### src/rtl/ddr_init_pkg.sv
package ddr_init_pkg;

   typedef enum logic [5:0] {
      CMD_NONE = 6'h00,
      CMD_MRS  = 6'h01,
      CMD_EMR  = 6'h02,
      CMD_AREF = 6'h04,
      CMD_PREA = 6'h08,
      CMD_EMR2 = 6'h10,
      CMD_EMR3 = 6'h20
   } cmd_e;

   typedef struct packed {
      cmd_e        code;
      logic [15:0] arg;
   } step_t;

   typedef enum logic [2:0] {
      ST_IDLE  = 3'd0,
      ST_ISSUE = 3'd1,
      ST_GAP   = 3'd2,
      ST_LOAD  = 3'd3,
      ST_FIN   = 3'd4
   } seq_state_e;

   localparam int unsigned STEPS_DDR2 = 11;
   localparam int unsigned STEPS_DDR1 = 5;
   localparam int unsigned IDX_W      = 4;

   function automatic step_t ddr2_step(input logic [IDX_W-1:0] i);
      step_t s;
      s.arg = 16'h0000;
      unique case (i)
         4'd0:    s.code = CMD_PREA;
         4'd1:    s.code = CMD_EMR2;
         4'd2:    s.code = CMD_EMR3;
         4'd3:    s.code = CMD_EMR;
         4'd4:    begin s.code = CMD_MRS; s.arg = 16'h0100; end
         4'd5:    s.code = CMD_PREA;
         4'd6:    s.code = CMD_AREF;
         4'd7:    s.code = CMD_AREF;
         4'd8:    begin s.code = CMD_MRS; s.arg = 16'h0A33; end
         4'd9:    begin s.code = CMD_EMR; s.arg = 16'h0382; end
         4'd10:   begin s.code = CMD_EMR; s.arg = 16'h0402; end
         default: s.code = CMD_NONE;
      endcase
      return s;
   endfunction

   function automatic step_t ddr1_step(input logic [IDX_W-1:0] i);
      step_t s;
      s.arg = 16'h0000;
      unique case (i)
         4'd0:    s.code = CMD_PREA;
         4'd1:    begin s.code = CMD_MRS; s.arg = 16'h0133; end
         4'd2:    begin s.code = CMD_EMR; s.arg = 16'h0002; end
         4'd3:    s.code = CMD_PREA;
         4'd4:    begin s.code = CMD_MRS; s.arg = 16'h0033; end
         default: s.code = CMD_NONE;
      endcase
      return s;
   endfunction

endpackage

### src/rtl/ddr_init_script.sv
module ddr_init_script
   import ddr_init_pkg::*;
#(
   parameter int unsigned ARG_W = 16
) (
   input  logic                 sel_ddr2,
   input  logic [IDX_W-1:0]     idx,
   output cmd_e                 code,
   output logic [ARG_W-1:0]     arg,
   output logic                 is_last
);
   localparam logic [IDX_W-1:0] LAST2 = IDX_W'(STEPS_DDR2 - 1);
   localparam logic [IDX_W-1:0] LAST1 = IDX_W'(STEPS_DDR1 - 1);

   if (ARG_W < 12 || ARG_W > 16) begin : g_bad_arg_w
      $error("ddr_init_script: ARG_W must lie in 12..16");
   end

   step_t st;

   always_comb begin
      st      = sel_ddr2 ? ddr2_step(idx) : ddr1_step(idx);
      code    = st.code;
      arg     = st.arg[ARG_W-1:0];
      is_last = sel_ddr2 ? (idx == LAST2) : (idx == LAST1);
   end
endmodule

### src/rtl/ddr_init_gap_timer.sv
module ddr_init_gap_timer #(
   parameter int unsigned GAP_CYCLES = 4
) (
   input  logic clk,
   input  logic rst_n,
   input  logic run,
   output logic last
);
   localparam int unsigned CW = (GAP_CYCLES < 2) ? 1 : $clog2(GAP_CYCLES);
   localparam logic [CW-1:0] LIMIT = CW'(GAP_CYCLES - 1);

   if (GAP_CYCLES < 1) begin : g_bad_gap
      $error("ddr_init_gap_timer: GAP_CYCLES must be at least 1");
   end

   logic [CW-1:0] cnt;

   assign last = run && (cnt == LIMIT);

   always_ff @(posedge clk) begin
      if (!rst_n || !run || last) cnt <= '0;
      else                        cnt <= cnt + 1'b1;
   end

   assert_gap_bound_R4: assert property (@(posedge clk) disable iff (!rst_n)
      run |-> (cnt <= LIMIT));
endmodule

### src/rtl/ddr_init_cfg_regs.sv
module ddr_init_cfg_regs #(
   parameter int unsigned REF_W      = 16,
   parameter int unsigned INTV_W     = 10,
   parameter int unsigned REF_EN_BIT = 14,
   parameter int unsigned INTV_25    = 390,
   parameter int unsigned INTV_40    = 624,
   parameter int unsigned TAP_W      = 8,
   parameter int unsigned NUM_TAPS   = 2,
   parameter int unsigned TAP_BASE   = 8,
   parameter int unsigned CFG_W      = 16
) (
   input  logic                      clk,
   input  logic                      rst_n,
   input  logic                      load_ddr2,
   input  logic                      load_final,
   input  logic                      ref40,
   output logic [REF_W-1:0]          refresh_word,
   output logic [NUM_TAPS*TAP_W-1:0] tap_word,
   output logic [CFG_W-1:0]          ddr2_cfg
);
   localparam logic [CFG_W-1:0] DDR2_CFG_VAL =
      CFG_W'((32'd2 << 10) | (32'd1 << 9) | (32'd22 << 2) | 32'd1);

   if (REF_EN_BIT >= REF_W || INTV_W > REF_EN_BIT) begin : g_bad_ref
      $error("ddr_init_cfg_regs: refresh field layout does not fit");
   end
   if (INTV_40 >= (1 << INTV_W) || INTV_25 >= (1 << INTV_W)) begin : g_bad_intv
      $error("ddr_init_cfg_regs: interval exceeds field");
   end
   if (CFG_W < 14) begin : g_bad_cfg
      $error("ddr_init_cfg_regs: CFG_W must be at least 14");
   end

   logic [REF_W-1:0] ref_next;
   always_comb begin
      ref_next = '0;
      ref_next[REF_EN_BIT] = 1'b1;
      ref_next[INTV_W-1:0] = ref40 ? INTV_W'(INTV_40) : INTV_W'(INTV_25);
   end

   always_ff @(posedge clk) begin
      if (!rst_n)          refresh_word <= '0;
      else if (load_final) refresh_word <= ref_next;
   end

   for (genvar g = 0; g < NUM_TAPS; g++) begin : g_tap
      always_ff @(posedge clk) begin
         if (!rst_n)          tap_word[g*TAP_W +: TAP_W] <= '0;
         else if (load_final) tap_word[g*TAP_W +: TAP_W] <= TAP_W'(TAP_BASE + g);
      end
   end

   always_ff @(posedge clk) begin
      if (!rst_n)         ddr2_cfg <= '0;
      else if (load_ddr2) ddr2_cfg <= DDR2_CFG_VAL;
   end

   assert_cfg_value_R7: assert property (@(posedge clk) disable iff (!rst_n)
      load_ddr2 |=> (ddr2_cfg == DDR2_CFG_VAL));
   assert_refresh_enable_R5: assert property (@(posedge clk) disable iff (!rst_n)
      load_final |=> refresh_word[REF_EN_BIT]);
endmodule

### src/rtl/ddr_init_seq.sv
module ddr_init_seq
   import ddr_init_pkg::*;
#(
   parameter int unsigned GAP_CYCLES = 4,
   parameter int unsigned ARG_W      = 16,
   parameter int unsigned TAP_W      = 8,
   parameter int unsigned INTV_25    = 390,
   parameter int unsigned INTV_40    = 624
) (
   input  logic               clk,
   input  logic               rst_n,
   input  logic               start,
   input  logic               strap_ddr2,
   input  logic               strap_ref40,
   output logic               cmd_valid,
   output logic [5:0]         cmd_code,
   output logic [ARG_W-1:0]   cmd_arg,
   output logic [15:0]        refresh_word,
   output logic [2*TAP_W-1:0] tap_word,
   output logic [15:0]        ddr2_cfg,
   output logic               done
);
   seq_state_e       state;
   logic [IDX_W-1:0] idx;
   logic             sel_ddr2;
   logic             sel_ref40;
   cmd_e             step_code;
   logic [ARG_W-1:0] step_arg;
   logic             step_last;
   logic             gap_last;
   logic             accept;

   assign accept = (state == ST_IDLE) && start;

   ddr_init_script #(.ARG_W(ARG_W)) u_script (
      .sel_ddr2 (sel_ddr2),
      .idx      (idx),
      .code     (step_code),
      .arg      (step_arg),
      .is_last  (step_last)
   );

   ddr_init_gap_timer #(.GAP_CYCLES(GAP_CYCLES)) u_gap (
      .clk   (clk),
      .rst_n (rst_n),
      .run   (state == ST_GAP),
      .last  (gap_last)
   );

   ddr_init_cfg_regs #(
      .INTV_25 (INTV_25),
      .INTV_40 (INTV_40),
      .TAP_W   (TAP_W)
   ) u_cfg (
      .clk          (clk),
      .rst_n        (rst_n),
      .load_ddr2    (accept && strap_ddr2),
      .load_final   (state == ST_LOAD),
      .ref40        (sel_ref40),
      .refresh_word (refresh_word),
      .tap_word     (tap_word),
      .ddr2_cfg     (ddr2_cfg)
   );

   always_ff @(posedge clk) begin
      if (!rst_n) begin
         state     <= ST_IDLE;
         idx       <= '0;
         sel_ddr2  <= 1'b0;
         sel_ref40 <= 1'b0;
      end else begin
         unique case (state)
            ST_IDLE: if (start) begin
               state     <= ST_ISSUE;
               idx       <= '0;
               sel_ddr2  <= strap_ddr2;
               sel_ref40 <= strap_ref40;
            end
            ST_ISSUE: state <= ST_GAP;
            ST_GAP: if (gap_last) begin
               if (step_last) state <= ST_LOAD;
               else begin
                  state <= ST_ISSUE;
                  idx   <= idx + 1'b1;
               end
            end
            ST_LOAD: state <= ST_FIN;
            ST_FIN:  state <= ST_FIN;
            default: state <= ST_IDLE;
         endcase
      end
   end

   always_comb begin
      cmd_valid = (state == ST_ISSUE);
      cmd_code  = cmd_valid ? step_code : 6'h00;
      cmd_arg   = cmd_valid ? step_arg  : '0;
      done      = (state == ST_FIN);
   end

   assert_code_onehot_R1: assert property (@(posedge clk) disable iff (!rst_n)
      cmd_valid |-> $onehot(cmd_code));
   assert_code_quiet_R1: assert property (@(posedge clk) disable iff (!rst_n)
      !cmd_valid |-> (cmd_code == 6'h00));
   assert_single_strobe_R4: assert property (@(posedge clk) disable iff (!rst_n)
      cmd_valid |=> !cmd_valid);
   assert_done_sticky_R8: assert property (@(posedge clk) disable iff (!rst_n)
      done |=> done);
   assert_done_loaded_R6: assert property (@(posedge clk) disable iff (!rst_n)
      done |-> (tap_word[TAP_W-1:0] == TAP_W'(8)) && refresh_word[14]);
   assert_no_rearm_R9: assert property (@(posedge clk) disable iff (!rst_n)
      done |-> !cmd_valid);
   assert_straps_held_R9: assert property (@(posedge clk) disable iff (!rst_n)
      (state != ST_IDLE) && $past(state != ST_IDLE) |-> $stable(sel_ddr2) && $stable(sel_ref40));
endmodule

### config.mk
export PLATFORM = sky130hd
export DESIGN_NAME = ddr_init_seq
export DESIGN_NICKNAME = d
export VERILOG_FILES = /design/src/rtl/ddr_init_pkg.sv /design/src/rtl/ddr_init_script.sv /design/src/rtl/ddr_init_gap_timer.sv /design/src/rtl/ddr_init_cfg_regs.sv /design/src/rtl/ddr_init_seq.sv
export SDC_FILE = /design/constraint.sdc
export NUM_CORES = 1
export LEC_CHECK = 0
export ABC_AREA = 1
export BUFFER_PORTS_ARGS = -buffer_cell sky130_fd_sc_hd__buf_2
export CORE_ASPECT_RATIO = 0.75
export CORE_MARGIN = 2
export CORE_UTILIZATION = 30
export DETAILED_ROUTE_END_ITERATION = 8
export PLACE_DENSITY_LB_ADDON = 0.12
export SLEW_MARGIN = 10
export SYNTH_ARGS = -nofsm -noshare
export SYNTH_HDL_FRONTEND = slang
export SYNTH_SLANG_ARGS = --single-unit
### constraint.sdc
create_clock -name clk -period 1.5 [get_ports clk]
set_input_delay 0.075 -clock clk [delete_from_list [all_inputs] [get_ports clk]]
set_output_delay 0.075 -clock clk [all_outputs]
set_load 0.005 [all_outputs]
==> impl_metrics.py <==
metrics = {
    "worst_setup_path": {
        "cpPeakStageDelay_ns": 0.37,
        "crit_type": "reg -> out",
        "cpMaxStageDelayCell": "dfxtp_4",
        "cp.arrival_ns": 1.38,
        "cpLargestDelayFamily": "flip-flops",
        "critPathLaunchType": "flop",
        "path_cells": "inv_4, ha_2, buf_4, nand2_1, o22ai_1, buf_2",
        "path_max_fanout": 6,
        "cp_data_required_time_ns": 1.42,
        "endpoint_kind": "output port",
        "path_buf_inv": 3,
    },
    "detailed_routing": {
        "drt_iter0_markers": 76,
        "vias_per_cell": 4.06,
        "drc": 0,
        "routed_wl_um": 2480,
        "dr_total_vias": 1134,
        "dr.pass1.iters": 4,
        "wl_per_cell_um": 8.89,
        "antenna_left": 0,
    },
    "global_routing": {
        "grt_pass1_wl_um": 3860,
        "grt_max_degree": 10,
        "grt_usage": 0.0935,
        "grt_pass1_vias": 851,
        "grt_overflow_total": 0,
        "grt_antenna_before_repair": 0,
    },
    "clock_network": {
        "htree_levels": 1,
        "clkTransAtPathRegs_ns": 0.05,
        "holdBufCountCts": 0,
        "clock_sinks": 15,
        "insertion_delay_ns": 0.25,
        "root_buffer": "clkbuf_8",
        "cts-buffers-inserted": 3,
        "tritoncts": "done",
        "clockBufferDepth": 2,
    },
    "timing": {
        "max_freq_ghz": 0.690,
        "hold_slack_ns": 0.104,
        "finalSetupViolCount": 0,
        "finalCriticalPeriod_ns": 1.45,
        "clock_skew_ns": 0.00596,
        "slew_viol_final": 0,
        "finalCritPeriodShare": 0.967,
        "rsz0062_at_grt": "yes",
        "hold_viol": 0,
    },
    "logic_synthesis": {
        "netlist_instances": 190,
        "synth_cell_types": 29,
        "synth.area.mux_share": 0,
        "synth_xor_area_frac": 0.00639,
        "synth.most_common_cell": "buf_4",
        "netlist_top_cells_count": "buf_4, nand2_1, nor2_1",
        "synthArstFlopShare": 0,
        "synthSimpleGateAreaFrac": 0.277,
        "synth_top_area_frac": 0.290,
        "yosys_most_used_dff": "dfxtp_1",
        "yosys_warnings": 0,
        "synth-compound-area-share": 0.0894,
        "synth_seq_cells": 15,
        "netlist_top_cells_area": "buf_4, dfxtp_1, nand2_1",
        "synth.cell_area_um2": 1370,
        "synth_seq_area_share": 0.219,
        "yosys.area.top_type": "buf_4",
        "syn_area_per_cell_um2": 7.22,
        "synthAdderAreaFrac": 0.0456,
        "synth_edf_count": 0,
        "synth_top_family_by_area": "buffers and inverters",
    },
    "power": {
        "leakagePower_nw": 0.819,
        "power_density_nw_per_um2": 954,
        "power.ir.vdd_worst_mv": 0.420,
        "finalPower_mw": 1.50,
    },
    "floorplan": {
        "io_pins": 77,
        "num_rows": 21,
        "start_util": 0.309,
        "die_area_um2": 5130,
        "coreArea_um2": 4440,
        "die_h_um": 62.6,
        "die_width_um": 82.1,
    },
    "cells_and_area": {
        "syn2layout_area_growth_pct": 14.6,
        "drive_above_1_share": 0.401,
        "postLayoutCoreUtil": 0.354,
        "final_nets": 233,
        "antenna_cells": 0,
    },
    "placed_design": {
        "place_congestion": 0.797,
        "dpl.hpwl_um": 1990,
        "port_buffers": 39,
    },
    "run": {
        "drv_cap": 0,
    },
    "outcome": {
        "status": "complete, no violations",
    },
    "min_path": {
        "holdCritPathClass": "in -> reg",
    },
}
==> power by group <==
group	internal [mW]	total [mW]	switching (mW)
registers	0.451	0.517	0.0659
logic	0.281	0.658	0.377
clock network	0.188	0.323	0.135
==> timing repair <==
action	4_1_cts	5_1_grt
pin swaps	1	4
setup endpoints to repair	10	9
buffers inserted	2	3
resized for setup	20	15
==> cell usage in the layout (no fill, tap or decap), drive strengths merged <==
cell    instances
a31oi           2
nand3          17
o21ai           5
nand2          27
inv            17
ha              5
clkinv          1
conb           37
nand4           3
o221ai          1
o22ai           1
dfxtp          15
buf            48
o21a            1
clkbuf          4
nor2           23
a21boi          1
xnor2           1
a21oi          11
nor3            2
==> cells by family after synthesis <==
| kind of cell | after synthesis |
|---|---|
| other cells | 1 |
| flops | 15 |
| simple gates | 72 |
| xor+xnor | 1 |
| buf+inv | 74 |
| compound gates | 22 |
| fa+ha+maj | 5 |
==> sequential cells by signal (all words and copies together), names as in the netlist <==
register and cells:
sel_ddr2 1, u_gap.cnt 2, u_cfg.refresh_word 3, u_cfg.ddr2_cfg 1, sel_ref40 1, state 3
idx 4
==> area by class of cell <==
type,instances,area [um2]
clock buffers,4,45.0
well taps,57,71.3
fillers,500,2870
repair buffers,48,263
multi-input cells,137,807
inverters,18,75.1
flip-flops and latches,15,310
==> path summary, 6_finish.rpt <==
kind | depth (start not counted) | slack (ns) | startpoint | to
worst max register to register | 8 | 0.17 | idx[0]$_SDFFE_PN0P_ | idx[2]$_SDFFE_PN0P_
worst max-delay path | 6 | 0.05 | idx[0]$_SDFFE_PN0P_ | cmd_code[1]
worst min-delay path | 3 | 0.10 | rst_n | idx[0]$_SDFFE_PN0P_
worst min register to register | 1 | 0.42 | u_gap.cnt[0]$_SDFF_PP0_ | u_gap.cnt[0]$_SDFF_PP0_
==> worst register-to-register path: stages (launching register included) <==
cell and delay [ns]:
dfxtp_4 0.37, inv_4 0.08, ha_2 0.21, nand3_4 0.09
nand2_2 0.09, nand3_4 0.11, nand2_2 0.11, nand2_1 0.05
a21oi_1 0.15
==> metal layers <==
layer  up-vias  global-route usage  wire, um
met5         -                   0         0
met4         0              0.0125         0
met3         0              0.0275       162
met2        44               0.128      1130
met1       503               0.146      1180
li1        587                   -         -
==> through the flow <==
stage	TNS, ns	instances	cell area, um2	setup WS, ns
floorplan	0	226	1510	0.156
global placement	0	270	1380	0.0413
detailed placement	0	270	1380	0.0249
CTS	0	276	1510	0.00188
global route	-0.122	279	1570	-0.0321
finish	0	279	1570	0.0498
(Power assumes the default switching activity.)
